--- src/rtl/srdrv_pkg.sv ---
package srdrv_pkg;
  typedef enum logic [1:0] {
    LEV_ZERO = 2'd0,
    LEV_POS  = 2'd1,
    LEV_NEG  = 2'd2
  } level_e;

  // status from datapath to control
  typedef struct packed {
    logic entPos;
    logic entNeg;
    logic change;
    logic levPos;
    logic levNeg;
    logic expired;
    logic blankDoneE;
    logic blankDoneF;
    logic revE;
    logic revF;
  } dpStatus_t;

  // strobes from control to datapath
  typedef struct packed {
    logic timerRestart;
    logic enE;
    logic enF;
  } ctlStrobe_t;
endpackage

--- src/rtl/srdrv_gatechan.sv ---
module srdrv_gatechan #(
  parameter int BLANK_CYC = 25
) (
  input  logic clk,
  input  logic rst,
  input  logic en,
  output logic gate,
  output logic blankDone
);
  localparam int BW = $clog2(BLANK_CYC + 1);
  logic [BW-1:0] blankCnt;

  always_ff @(posedge clk) begin
    if (rst) begin
      gate     <= 1'b0;
      blankCnt <= '0;
    end else begin
      gate <= en;
      if (!gate) blankCnt <= '0;
      else if (blankCnt != BW'(BLANK_CYC)) blankCnt <= blankCnt + 1'b1;
    end
  end

  assign blankDone = gate && (blankCnt == BW'(BLANK_CYC));
endmodule

--- src/rtl/srdrv_datapath.sv ---
module srdrv_datapath
  import srdrv_pkg::*;
#(
  parameter int TIMER_W      = 8,
  parameter int BLANK_CYC    = 25,
  parameter int RSTPULSE_CYC = 20
) (
  input  logic               clk,
  input  logic               rst,
  input  logic [3:0]         rawFlags,   // {revF, revE, neg, pos}
  input  logic [TIMER_W-1:0] timeoutLoad,
  input  ctlStrobe_t         ctl,
  output dpStatus_t          stat,
  output logic               gateE,
  output logic               gateF
);
  localparam int NFLAG = 4;
  localparam int PW    = $clog2(RSTPULSE_CYC + 1);

  logic [NFLAG-1:0] syncA, syncB;
  level_e prevLev, curLev;
  logic [TIMER_W-1:0] tCnt;
  logic [PW-1:0] pCnt;
  logic [1:0] chanEn, chanGate, chanDone;

  always_ff @(posedge clk) begin
    if (rst) begin
      syncA <= '0;
      syncB <= '0;
    end else begin
      syncA <= rawFlags;
      syncB <= syncA;
    end
  end

  // both flags at once cannot be a valid level; hold the previous one
  always_comb begin
    case (syncB[1:0])
      2'b01:   curLev = LEV_POS;
      2'b10:   curLev = LEV_NEG;
      2'b00:   curLev = LEV_ZERO;
      default: curLev = prevLev;
    endcase
  end

  always_ff @(posedge clk) begin
    if (rst) prevLev <= LEV_ZERO;
    else     prevLev <= curLev;
  end

  always_ff @(posedge clk) begin
    if (rst) begin
      tCnt <= '0;
      pCnt <= '0;
    end else if (ctl.timerRestart) begin
      tCnt <= '0;
      pCnt <= PW'(RSTPULSE_CYC);
    end else if (pCnt != '0) begin
      pCnt <= pCnt - 1'b1;
    end else if (timeoutLoad != '0 && tCnt < timeoutLoad) begin
      tCnt <= tCnt + 1'b1;
    end
  end

  assign chanEn = {ctl.enF, ctl.enE};

  for (genvar i = 0; i < 2; i++) begin : g_chan
    srdrv_gatechan #(.BLANK_CYC(BLANK_CYC)) u_chan (
      .clk      (clk),
      .rst      (rst),
      .en       (chanEn[i]),
      .gate     (chanGate[i]),
      .blankDone(chanDone[i])
    );
  end

  assign gateE = chanGate[0];
  assign gateF = chanGate[1];

  always_comb begin
    stat.change     = (curLev != prevLev);
    stat.entPos     = stat.change && (curLev == LEV_POS);
    stat.entNeg     = stat.change && (curLev == LEV_NEG);
    stat.levPos     = (curLev == LEV_POS);
    stat.levNeg     = (curLev == LEV_NEG);
    stat.expired    = (timeoutLoad != '0) && (pCnt == '0) && (tCnt >= timeoutLoad);
    stat.blankDoneE = chanDone[0];
    stat.blankDoneF = chanDone[1];
    stat.revE       = syncB[2];
    stat.revF       = syncB[3];
  end
endmodule

--- src/rtl/srdrv_control.sv ---
module srdrv_control
  import srdrv_pkg::*;
(
  input  logic       clk,
  input  logic       rst,
  input  dpStatus_t  stat,
  input  logic       uvFlag,
  output ctlStrobe_t ctl
);
  level_e lastPol, lastPolN;
  logic fault, faultN, armed, armedN;
  logic tripE, tripEN, tripF, tripFN;
  logic blockAll;

  always_comb begin
    lastPolN = lastPol;
    faultN   = fault;
    armedN   = armed;
    tripEN   = tripE | (stat.blankDoneE & stat.revE);
    tripFN   = tripF | (stat.blankDoneF & stat.revF);
    if (stat.entPos) begin
      faultN   = (lastPol == LEV_POS);
      lastPolN = LEV_POS;
      tripEN   = 1'b0;
      tripFN   = 1'b0;
    end
    if (stat.entNeg) begin
      faultN   = (lastPol == LEV_NEG);
      lastPolN = LEV_NEG;
      armedN   = 1'b1;
      tripEN   = 1'b0;
      tripFN   = 1'b0;
    end
    blockAll = ~armedN | faultN | (stat.expired & ~stat.change) | uvFlag;
    ctl.timerRestart = stat.change;
    ctl.enE = ~blockAll & ~stat.levPos & ~tripEN;
    ctl.enF = ~blockAll & ~stat.levNeg & ~tripFN;
  end

  always_ff @(posedge clk) begin
    if (rst) begin
      lastPol <= LEV_ZERO;
      fault   <= 1'b0;
      armed   <= 1'b0;
      tripE   <= 1'b0;
      tripF   <= 1'b0;
    end else begin
      lastPol <= lastPolN;
      fault   <= faultN;
      armed   <= armedN;
      tripE   <= tripEN;
      tripF   <= tripFN;
    end
  end
endmodule

--- src/rtl/sr_drive_seq.sv ---
module sr_drive_seq
  import srdrv_pkg::*;
#(
  parameter int TIMER_W      = 8,
  parameter int BLANK_CYC    = 25,
  parameter int RSTPULSE_CYC = 20
) (
  input  logic               clk,
  input  logic               rst,
  input  logic               syncPos,
  input  logic               syncNeg,
  input  logic               revCurE,
  input  logic               revCurF,
  input  logic               uvFlag,
  input  logic [TIMER_W-1:0] timeoutLoad,
  output logic               gateE,
  output logic               gateF
);
  dpStatus_t  stat;
  ctlStrobe_t ctl;

  srdrv_datapath #(
    .TIMER_W(TIMER_W), .BLANK_CYC(BLANK_CYC), .RSTPULSE_CYC(RSTPULSE_CYC)
  ) u_dp (
    .clk        (clk),
    .rst        (rst),
    .rawFlags   ({revCurF, revCurE, syncNeg, syncPos}),
    .timeoutLoad(timeoutLoad),
    .ctl        (ctl),
    .stat       (stat),
    .gateE      (gateE),
    .gateF      (gateF)
  );

  srdrv_control u_ctl (
    .clk   (clk),
    .rst   (rst),
    .stat  (stat),
    .uvFlag(uvFlag),
    .ctl   (ctl)
  );
endmodule

--- config.mk ---
export PLATFORM = sky130hd
export DESIGN_NAME = sr_drive_seq
export DESIGN_NICKNAME = d
export VERILOG_FILES = /design/src/rtl/srdrv_pkg.sv /design/src/rtl/srdrv_gatechan.sv /design/src/rtl/srdrv_datapath.sv /design/src/rtl/srdrv_control.sv /design/src/rtl/sr_drive_seq.sv
export SDC_FILE = /design/constraint.sdc
export NUM_CORES = 1
export LEC_CHECK = 0
export CAP_MARGIN = 15
export CORE_MARGIN = 2
export CORE_UTILIZATION = 35
export CTS_CLUSTER_DIAMETER = 50
export DETAILED_ROUTE_END_ITERATION = 16
export DONT_BUFFER_PORTS = 1
export MAX_ROUTING_LAYER = met4
export PLACE_DENSITY = 0.6
export SYNTH_ARGS = -nofsm -noshare
export SYNTH_HDL_FRONTEND = slang
export SYNTH_HIERARCHICAL = 1
export SYNTH_SLANG_ARGS = --single-unit
--- constraint.sdc ---
create_clock -name clk -period 2.34 [get_ports clk]
set_clock_uncertainty 0.15 [all_clocks]
set_input_delay 0.234 -clock clk [delete_from_list [all_inputs] [get_ports clk]]
set_output_delay 0.234 -clock clk [all_outputs]
set_load 0.03 [all_outputs]
==> impl_results.md, run 1 <==
- CTS HTree Levels: 2
- Synthesis-to-layout area growth: 12.3%
- Post-route clock period utilization: 0.934
- Worst path required time: 2.41 ns
- Final ANT Viol Nets: 0
- Crit path largest cell delay: 0.37 ns
- Post-synth EDFFs: 0
- Asr flop ratio synth: 0
- GR Overflow Total: 0
- Minimum clock period after layout: 2.19 ns
- Critical Path AT: 2.25 ns
- Final estimated routing congestion in global placement: 0.774
- F_max: 0.458 GHz
- Top-area cell type share of the netlist area: 0.387
- Cell family with most CP delay: simple AND/OR/NAND/NOR gates
- Hold Violations, Final: 0
- Clk slew on worst S/H paths: 0.08 ns
- Post-synth top area cell: dfxtp_1
- Clk buf depth: 2
- R2R Path End: u_dp/tCnt[7]
- Syn_area_per_cell: 9.26 µm²
- First-pass GRT wire length: 6520 µm
- Post-Syn Nets: 258
- CP Capture Type: flip-flop
- Later-pin clock latency in the skew report: 0.29 ns
- Die height: 81.8 µm
- Vias in the first global route: 1410
- Sequential area share after synthesis: 0.387
- Top-count cell post-synth: dfxtp_1
- Setup crit start kind: flip-flop
- Nets: 270
- Die width: 81.8 µm
- Cell Count, Final, Fillers Out: 317
- IO Count: 17
- Crit. path cell count: 7
- WL final: 3830 µm
- Flop-to-flop setup slack: 0.15 ns
- CP max-delay cell: or3_4
- R2R depth: 7
- Num rows: 28
- Drt wl/cell: 12.1 µm
- YS warnings: 6
- Cells after DPL: 299
- Die area: 6690 µm²
- Most instantiated cells after synthesis: dfxtp_1, a21oi_1, inv_1
- P_leak: 0.898 nW
- First DRT Iteration DRCs: 29
- All-Layer GR Usage: 0.129
- Worst slew margin: 0.648
- Drt first pass iters: 4
- CTS tree: yes
- Initial Util: 0.360
- Most used DFF post-synth: dfxtp_1
- Clk root buf: clkbuf_8
- Min-delay worst type: input port to flip-flop
- Crit path max fanout: 5
- Mapped Area: 2120 µm²
- PnR Total Power: 1.73 mW
- Antenna cells: 0
- Timing endpoint of the critical path: u_dp/tCnt[7]
- Dpl hpwl: 2540 µm
- Clk sink count: 41
- Pwr per Cell Area: 729 nW/µm²
- Cells after Synth: 229
- Max-slew violations: 0
- Worst path cell trace: inv_1 > ha_2 > nor4b_4 > o21ai_2 > or3_4 > nor4_1 > mux2i_1
- Status: finished, final reports clean
- Initial antenna violation count: 0
- RSZ-0062 raised after global routing: true
- Seq cells post-synth: 41
- Drt via density: 5.12
- Layout cells sized above 1: 0.145
- Via count: 1622
- Num CTS Buffers: 5
- Buf+Inv Stages, Crit Path: 1
- Max_cap viols: 0
- DR DRC count: 0
- Critical path class: flip-flop to flip-flop
- FF-to-FF Start: u_dp/pCnt[0]
- Buffers added on ports: 0
- Top post-synthesis cells by area: dfxtp_1, ha_1, a21oi_1
- Final setup vio count: 0
- CP Launch Point: u_dp/pCnt[0]
- Core Box Area: 5890 µm²
- Unique masters post-synth: 42
- VDD IR max: 243 µV
- Pin count of the biggest net entering global routing: 40
- Worst Max-Slew Pin Slew: 0.524 ns
flip-flops by register name, indices dropped and copies added, names as in the netlist, 2 cells and up:
signal and flops:
u_dp/prevLev 2, u_dp/g_chan.u_chan/blankCnt 10, u_dp/syncB 4, u_ctl/lastPol 2, u_dp/g_chan.u_chan/gate 2, u_dp/syncA 4
u_dp/tCnt 8, u_dp/pCnt 5
routing by layer:
layer	part of all wire	vias up	global-route usage
li1	-	841	-
met1	0.49	764	0.175
met5	0	-	-
met3	0.029	4	0.0363
met4	0.0099	0	0.0350
met2	0.47	13	0.187
through the flow:
| stage | cell area, µm² | TNS, ns | setup WS, ns | hold WS, ns | utilization |
|---|---|---|---|---|---|
| after global placement | 2180 | 0 | 0.117 | 0.160 | 0.370 |
| final | 2380 | 0 | 0.155 | 0.0722 | 0.404 |
| after detailed placement | 2180 | 0 | 0.0642 | 0.163 | 0.370 |
| after global routing | 2380 | -0.0857 | -0.0274 | 0.0739 | 0.404 |
| after floorplan | 2120 | 0 | 0.112 | 0.155 | - |
| after CTS | 2330 | 0 | 0.0488 | 0.0664 | 0.396 |
cells by family after synthesis:
group                      Yosys count  synth area share
adders and majority gates           14            0.0826
and+or+nand+nor                     92             0.287
buffers and inverters               31            0.0744
DFF                                 41             0.387
muxes                                9            0.0425
AOI/OAI and AO/OA                   38             0.110
xor gates and xnor gates             4            0.0165
cells in the final DEF (no fill, tap or decap), types with 4 or more instances in the layout:
cell           instances
nand3_1                6
inv_1                 19
nor4_1                 5
nor2b_1               12
dlygate4sd3_1          5
nand2_1                5
dfxtp_1               41
mux2i_1                9
a21oi_1               19
clkbuf_8               5
nor3_1                 7
ha_1                  13
or4_1                  5
or3b_1                 8
o31ai_1                5
xnor2_1                4
nor2_1                15
buf_4                 10
nand3b_1               8
power breakdown:
part / total [mW] / internal (mW) / leakage, nW / switching, mW
Clock: 0.443 / 0.207 / 0.0450 / 0.237
Combinational: 0.485 / 0.257 / 0.519 / 0.228
Sequential: 0.805 / 0.754 / 0.333 / 0.0515
Total: 1.73 / 1.22 / 0.898 / 0.516
worst min-delay path by stage:
stage,from,to,cells after the start
after CTS,rst,u_dp/g_chan[1].u_chan/gate,2
after floorplan,rst,u_dp/g_chan[0].u_chan/blankCnt[2],1
final,rst,u_dp/pCnt[2],2
after detailed placement,rst,u_dp/g_chan[1].u_chan/blankCnt[2],1
after global routing,rst,u_dp/pCnt[2],2
after global placement,rst,u_dp/g_chan[1].u_chan/blankCnt[2],1
worst register-to-register path: cells and delay by family, from the launching register on:
family / cells / cell delay [ns]
and+or+nand+nor: 3 / 1.03
DFF: 1 / 0.31
muxes: 1 / 0.22
adders and majority gates: 1 / 0.18
AOI/OAI and AO/OA: 1 / 0.14
buffers and inverters: 1 / 0.08
area by class of cell:
type,count,area (µm²)
Clock buffer,6,72.6
Clock inverter,2,10.0
Fill cell,610,3510
Inverter,20,75.1
Multi-Input combinational cell,157,1160
Sequential cell,41,821
Tap cell,75,93.8
Timing Repair Buffer,16,145
what timing repair did:
| item | 4_1_cts | 5_1_grt |
|---|---|---|
| hold endpoints to repair | 31 | 0 |
| gates resized for setup | 0 | 7 |
| setup buffers | 0 | 4 |
| endpoints found under the setup margin | 0 | 7 |
| hold buffers | 6 | 0 |
No activity file was read; power rests on OpenSTA's default activity.
==> run 2: changes to the inputs <==
--- a/config.mk
+++ b/config.mk
@@ -5,6 +5,7 @@
 export SDC_FILE = /design/constraint.sdc
 export NUM_CORES = 1
 export LEC_CHECK = 0
+export ABC_AREA = 1
 export CAP_MARGIN = 15
 export CORE_MARGIN = 2
 export CORE_UTILIZATION = 35
==> run 2 against run 1 <==
  * Global-route usage decreased by 0.067 points
  * Utilization decreased by 1.5 points
  * Flip-flop and latch count unchanged
  * Count of clock-buffer cells in the layout decreased by 1
  * Total power decreased by 1.7%
  * Sequential power decreased by 1%
  * Routed wire length increased by 5.3%
  * Register-to-register slack improved by 0.18 ns
  * Setup slack improved by 0.18 ns
==> impl_results.md, run 2 <==
- Initial Util: 0.359 (-0.00142)
- Routed length on met2: 1840 µm (+2.9%)
- Post-route clock period utilization: 0.858 (-0.0760)
- Setup WS pre-CTS: 0.332 ns (+0.268 ns)
- Critical path class: flip-flop to flip-flop
- Largest registers: u_dp/g_chan.u_chan/blankCnt (10), u_dp/tCnt (8), u_dp/pCnt (5)
- Commonest non-fill, non-tap cell in the layout: inv_1
- FF-to-FF Start: u_dp/tCnt[2]
- Initial antenna violation count: 0 (unchanged)
- Clk sink count: 41 (unchanged)
- Worst slew margin: 0.469 (-0.179)
- Post-synth top area cell: dfxtp_1
- Antenna cells: 0 (unchanged)
- Max_cap viols: 0 (unchanged)
- Layout cells sized above 1: 0.0867 (-0.0579)
- CTS tree: yes
- Final worst slack: 0.333 ns (+0.178 ns)
- Minimum clock period after layout: 2.01 ns (-0.178 ns)
- Dpl hpwl: 2940 µm (+16%)
- Core Box Area: 6310 µm² (+7.3%)
- Cell family with most CP delay: simple AND/OR/NAND/NOR gates
- Mapped Area: 2260 µm² (+6.8%)
- DR DRC count: 0 (unchanged)
- Clk slew on worst S/H paths: 0.09 ns (about the same)
- All-Layer GR Usage: 0.128 (-0.000665)
- Final ANT Viol Nets: 0 (unchanged)
- Clock power frac: 0.276 (+0.020)
- Psw: 0.571 mW (+11%)
- Wire length on met3: 83 µm (-25%)
- Pwr per Cell Area: 693 nW/µm² (-4.9%)
- Worst Max-Slew Pin Slew: 0.794 ns (+0.270 ns)
- VDD IR max: 360 µV (+48%)
- YS warnings: 6 (unchanged)
- P_leak: 1.08 nW (+21%)
- Worst path cell trace: ha_1 > nand2_1 > inv_1 > nand2_1 > nand2_1 > nand2_4 > nand3_1 > nand2_1 > inv_1 > inv_1 > nor2_1 > nor3_2 > nand2_1 > nor2_1 > inv_1 > nor2_1
- RSZ-0062 raised after global routing: false
- Drt via density: 4.48 (-13%)
- Top post-synthesis cells by area: dfxtp_1, inv_1, nand2_1
- Via count: 1790 (+10%)
- Flop pwr share: 0.468 (+0.003)
- TNS Setup: 0 ns (unchanged)
- Synthesis-to-layout area growth: 8.62%
- Comb power frac: 0.256 (-0.024)
- Critical Path AT: 2.08 ns (-0.17 ns)
- Most instantiated cells after synthesis: inv_1, nand2_1, nor2_1
- Top-area cell type share of the netlist area: 0.362 (-0.0248)
- Unique masters post-synth: 28 (-33%)
- Crit path largest cell delay: 0.47 ns (+0.10 ns)
- Hold Violations, Final: 0 (unchanged)
- Internal power: 1.13 mW (-7.0%)
- Die width: 84.4 µm (+3.2%)
- Buf+Inv Stages, Crit Path: 4 (+3)
- Num CTS Buffers: 5 (unchanged)
- Post-Syn Nets: 344 (+33%)
- Min-delay worst type: input port to flip-flop
- Max reg flops: 10 (unchanged)
- WHS: 0.0310 ns (-0.0412 ns)
- First DRT Iteration DRCs: 62 (+110%)
- Most used DFF post-synth: dfxtp_1
- Clk buf depth: 2 (unchanged)
- Cells after Synth: 315 (+38%)
- Most frequent cells in the layout: inv_1, nand2_1, nor2_1
- CP Capture Type: flip-flop
- CP most frequent cell: nand2_1
- CP max-delay cell: dfxtp_1
- Worst path required time: 2.41 ns (about the same)
- Final estimated routing congestion in global placement: 0.813 (+5.0%)
- Num rows: 29 (+3.6%)
- Drt wl/cell: 10.1 µm (-17%)
- Seq cells post-synth: 41 (unchanged)
- Die height: 84.4 µm (+3.2%)
- CP Launch Point: u_dp/tCnt[2]
- Crit path max fanout: 10 (+5)
- Pin count of the biggest net entering global routing: 24 (-40%)
- Sequential area share after synthesis: 0.362 (-0.0248)
- Die area: 7130 µm² (+6.5%)
- Final setup vio count: 0 (unchanged)
- Drt first pass iters: 5 (+1)
- Setup crit start kind: flip-flop
- GR Overflow Total: 0 (unchanged)
- First-pass GRT wire length: 7310 µm (+12%)
- Later-pin clock latency in the skew report: 0.29 ns (about the same)
- Max layer used: met4
- Switching Share: 0.335 (+0.0377)
- HP Start: uvFlag
- M1 WL: 2020 µm (+6.8%)
- Status: finished, final reports clean
- CTS HTree Levels: 2 (unchanged)
- F_max: 0.498 GHz (+8.9%)
- Top-count cell post-synth: inv_1
- Buffers added on ports: 0 (unchanged)
- Vias in the first global route: 1737 (+23%)
- Clk root buf: clkbuf_8
- IO Count: 17 (unchanged)
- Nets: 351 (+30%)
- WL final: 4030 µm (+5.3%)
- Fillers: 673 (+10%)
- Syn_area_per_cell: 7.19 µm² (-22%)
- Post-synth EDFFs: 0 (unchanged)
- Top reg by flops: u_dp/g_chan.u_chan/blankCnt
- Final Util: 0.390 (-0.0147)
- Max-slew violations: 0 (unchanged)
- Asr flop ratio synth: 0 (unchanged)
[run 2: cell types whose count changed after synthesis, sizes merged, moves of 6 or more]
cell    delta
inv       +43
mux2i      -9
nand2     +53
nand3     +11
nand3b     -7
nand4     +11
nor2      +42
nor2b     -12
or3b       -8
or4        -6
[run 2: what timing repair did]
item	4_1_cts	5_1_grt
resized for setup	0	0
endpoints found under the hold margin	26	0
hold buffers	5	0
buffers inserted	0	0
[run 2: layout make-up]
| class | count | area (µm²) | share of cell area |
|---|---|---|---|
| clock buffers | 5 | 68.8 | 0.0280 |
| clock inverters | 3 | 21.3 | 0.00865 |
| inverters | 65 | 246 | 0.100 |
| multi-input cells | 203 | 1150 | 0.467 |
| flip-flops and latches | 41 | 821 | 0.334 |
| well taps | 77 | 96.3 | 0.0392 |
| repair buffers | 6 | 57.6 | 0.0234 |
[run 2: tightest hold or removal path: stages]
cell	delay (ns)
nor3_2	0.02
nand2_1	0.07
nor2_1	0.04
inv_1	0.04
nor2_1	0.03
[run 2: path summary, 6_finish.rpt]
path,cells past startpoint,to,slack [ns]
max,16,u_dp/g_chan[1].u_chan/gate,0.33
min,5,u_dp/g_chan[0].u_chan/gate,0.03
max reg2reg,16,u_dp/g_chan[1].u_chan/gate,0.33
min reg2reg,2,u_dp/syncB[3],0.25
[run 2: logic make-up after synthesis]
| group | after synthesis | share of synthesized area |
|---|---|---|
| xor+xnor | 6 | 0.0232 |
| compound gates | 31 | 0.0729 |
| simple gates | 152 | 0.334 |
| buf+inv | 71 | 0.130 |
| fa+ha+maj | 14 | 0.0773 |
| flops | 41 | 0.362 |
[run 2: metrics by stage]
stage          power [mW]  instances  cell area, µm²
3_3_place_gp         1.23        387            2320
2_1_floorplan        1.17        315            2260
6_report             1.70        400            2460
3_5_place_dp         1.24        387            2320
5_1_grt              1.83        400            2460
4_1_cts              1.74        400            2460
[run 2: power by group through the flow]
stage / combinational (mW) / clock [mW] / sequential (mW)
after floorplan: 0.361 / 0 / 0.804
after global placement: 0.417 / 0 / 0.811
after detailed placement: 0.425 / 0 / 0.812
after CTS: 0.441 / 0.500 / 0.797
after global routing: 0.493 / 0.530 / 0.806
final: 0.436 / 0.471 / 0.797
[run 2: routing by layer]
metal | track usage | up-vias
met5 | - | -
met4 | 0.0534 | 0
met3 | 0.0295 | 7
met2 | 0.207 | 16
met1 | 0.154 | 777
li1 | - | 990
==> run 3: changes to the inputs <==
--- a/config.mk
+++ b/config.mk
@@ -5,15 +5,16 @@
 export SDC_FILE = /design/constraint.sdc
 export NUM_CORES = 1
 export LEC_CHECK = 0
-export ABC_AREA = 1
 export CAP_MARGIN = 15
+export CELL_PAD_IN_SITES_DETAIL_PLACEMENT = 0
+export CELL_PAD_IN_SITES_GLOBAL_PLACEMENT = 1
 export CORE_MARGIN = 2
 export CORE_UTILIZATION = 35
 export CTS_CLUSTER_DIAMETER = 50
 export DETAILED_ROUTE_END_ITERATION = 16
 export DONT_BUFFER_PORTS = 1
 export MAX_ROUTING_LAYER = met4
-export PLACE_DENSITY = 0.6
+export PLACE_DENSITY = 0.71
 export SYNTH_ARGS = -nofsm -noshare
 export SYNTH_HDL_FRONTEND = slang
 export SYNTH_HIERARCHICAL = 1
==> run 3 against run 2 <==
  * Routed wire length increased by 0.55%
  * Final cell count decreased by 21%
  * First-iteration DRC count increased by 1.6%
  * Setup slack got worse by 0.21 ns
  * Die area decreased by 6.1%
  * Critical endpoint is now u_dp/tCnt[4]
==> impl_results.md, run 3 (synthesized netlist as in run 1, its figures left out) <==
- Status: finished, final reports clean
- Initial antenna violation count: 0 (unchanged)
- First DRT Iteration DRCs: 63 (+1.6%)
- CP max-delay cell: or4_1
- Hold Violations, Final: 0 (unchanged)
- Crit path largest cell delay: 0.50 ns (+0.03 ns)
- Final estimated routing congestion in global placement: 0.779 (-4.1%)
- Crit path max fanout: 8 (-2)
- Final setup vio count: 0 (unchanged)
- Vias in the first global route: 1491 (-14%)
- Flop pwr share: 0.458 (-0.010)
- Cells after DPL: 303 (-22%)
- F_max: 0.450 GHz (-9.6%)
- WL final: 4050 µm (+0.55%)
- Setup crit start kind: flip-flop
- IO Count: 17 (unchanged)
- Drt wl/cell: 12.7 µm (+26%)
- First-pass GRT wire length: 6780 µm (-7.3%)
- R2R depth: 6 (-10)
- CP most frequent cell: a21oi_1
- Hold Path Cell Cnt: 2 (-3)
- Nets: 271 (-23%)
- Max_cap viols: 0 (unchanged)
- Initial Util: 0.360 (+0.00142)
- Internal power: 1.20 mW (+5.9%)
- Worst slew margin: 0.655 (+0.186)
- Max-slew violations: 0 (unchanged)
- Dpl hpwl: 2770 µm (-5.9%)
- Cell Count, Final, Fillers Out: 318 (-21%)
- CTS tree: yes
- Via count: 1591 (-11%)
- Layout cells sized above 1: 0.128 (+0.0409)
- Num CTS Buffers: 5 (unchanged)
- Comb power frac: 0.261 (+0.005)
- Clock power frac: 0.282 (+0.006)
- CP Capture Type: flip-flop
- Die height: 81.8 µm (-3.1%)
- Clk sink count: 41 (unchanged)
- Switching Share: 0.317 (-0.0176)
- RSZ-0062 raised after global routing: false
- Worst Max-Slew Pin Slew: 0.517 ns (-0.277 ns)
- Antenna cells: 0 (unchanged)
- Max reg flops: 10 (unchanged)
- Num rows: 28 (-3.4%)
- Minimum clock period after layout: 2.22 ns (+0.213 ns)
- Clk slew on worst S/H paths: 0.09 ns (about the same)
- Largest registers: u_dp/g_chan.u_chan/blankCnt (10), u_dp/tCnt (8), u_dp/pCnt (5)
- Commonest non-fill, non-tap cell in the layout: dfxtp_1
- Clk buf depth: 2 (unchanged)
- Synthesis-to-layout area growth: 12.2%
- Buffers added on ports: 0 (unchanged)
- Pin count of the biggest net entering global routing: 40 (+67%)
- Cell family with most CP delay: simple AND/OR/NAND/NOR gates
- Post_cts resized: 0 (unchanged)
- Flop-to-flop setup slack: 0.12 ns (-0.21 ns)
- Critical Path AT: 2.30 ns (+0.22 ns)
- All-Layer GR Usage: 0.134 (+0.00588)
- Psw: 0.558 mW (-2.3%)
- Die width: 81.8 µm (-3.1%)
- Top reg by flops: u_dp/g_chan.u_chan/blankCnt
- Die area: 6690 µm² (-6.1%)
- VDD IR max: 364 µV (+0.91%)
- TNS Setup: 0 ns (unchanged)
- Critical path class: flip-flop to flip-flop
- Worst path required time: 2.42 ns (about the same)
- Worst path cell trace: ha_1 > a21oi_1 > o21ai_0 > or2_1 > or4_1 > a21oi_1
- Min-delay worst type: input port to flip-flop
- GR Overflow Total: 0 (unchanged)
- WHS: 0.0619 ns (+0.0308 ns)
- CTS HTree Levels: 2 (unchanged)
- Drt via density: 5.00 (+12%)
- PnR Total Power: 1.76 mW (+3.2%)
- Later-pin clock latency in the skew report: 0.30 ns (about the same)
- Core Box Area: 5890 µm² (-6.8%)
- Crit. path cell count: 6 (-10)
- P_leak: 0.903 nW (-17%)
- Clk root buf: clkbuf_8
- Drt first pass iters: 4 (-1)
- Final ANT Viol Nets: 0 (unchanged)
- Pwr per Cell Area: 740 nW/µm² (+6.8%)
- Post-route clock period utilization: 0.949 (+0.0912)
- DR DRC count: 0 (unchanged)
- Most frequent cells in the layout: dfxtp_1, a21oi_1, inv_1
- Buf+Inv Stages, Crit Path: 0 (-4)
run 3: area by class of cell:
class,count,area (µm²)
Fill cell,613,3510
Clock inverter,3,25.0
Tap cell,75,93.8
Inverter,20,75.1
Timing Repair Buffer,17,153
Clock buffer,5,68.8
Sequential cell,41,821
Multi-Input combinational cell,157,1140
run 3: worst paths after layout:
kind	startpoint	endpoint
max reg2reg	u_dp/tCnt[7]	u_dp/tCnt[4]
min	rst	u_dp/g_chan[1].u_chan/gate
min reg2reg	u_dp/syncA[0]	u_dp/syncB[0]
max	u_dp/tCnt[7]	u_dp/tCnt[4]
run 3: power by group through the flow:
stage                     logic [mW]  clock network, mW  registers [mW]
final                          0.459              0.495           0.805
after global placement         0.416                  0           0.819
after detailed placement       0.421                  0           0.821
after floorplan                0.366                  0           0.812
after CTS                      0.442              0.517           0.805
after global routing           0.521              0.536           0.813
run 3: routing by layer:
layer	up-vias	global-route usage	share of wire
met5	-	-	0
met4	0	0.0500	0.013
met3	7	0.0341	0.030
met2	16	0.190	0.42
met1	724	0.183	0.54
li1	844	-	-
run 3: what timing repair did:
| item | CTS | global route |
|---|---|---|
| hold buffers | 6 | 0 |
| setup buffers | 0 | 1 |
| endpoints found under the setup margin | 0 | 2 |
| endpoints found under the hold margin | 31 | 0 |
run 3: stage by stage:
step | cell area [µm²] | setup WS [ns] | util
5_1_grt | 2380 | 0.0157 | 0.404
4_1_cts | 2370 | 0.142 | 0.403
6_report | 2380 | 0.120 | 0.404
2_1_floorplan | 2120 | 0.112 | -
3_5_place_dp | 2210 | 0.175 | 0.375
3_3_place_gp | 2210 | 0.163 | 0.375
run 3: worst reg2reg max path, cell delays in order (launching register included):
cell     delay (ns)
dfxtp_1        0.33
ha_1           0.30
a21oi_1        0.17
o21ai_0        0.19
or2_1          0.35
or4_1          0.50
a21oi_1        0.16
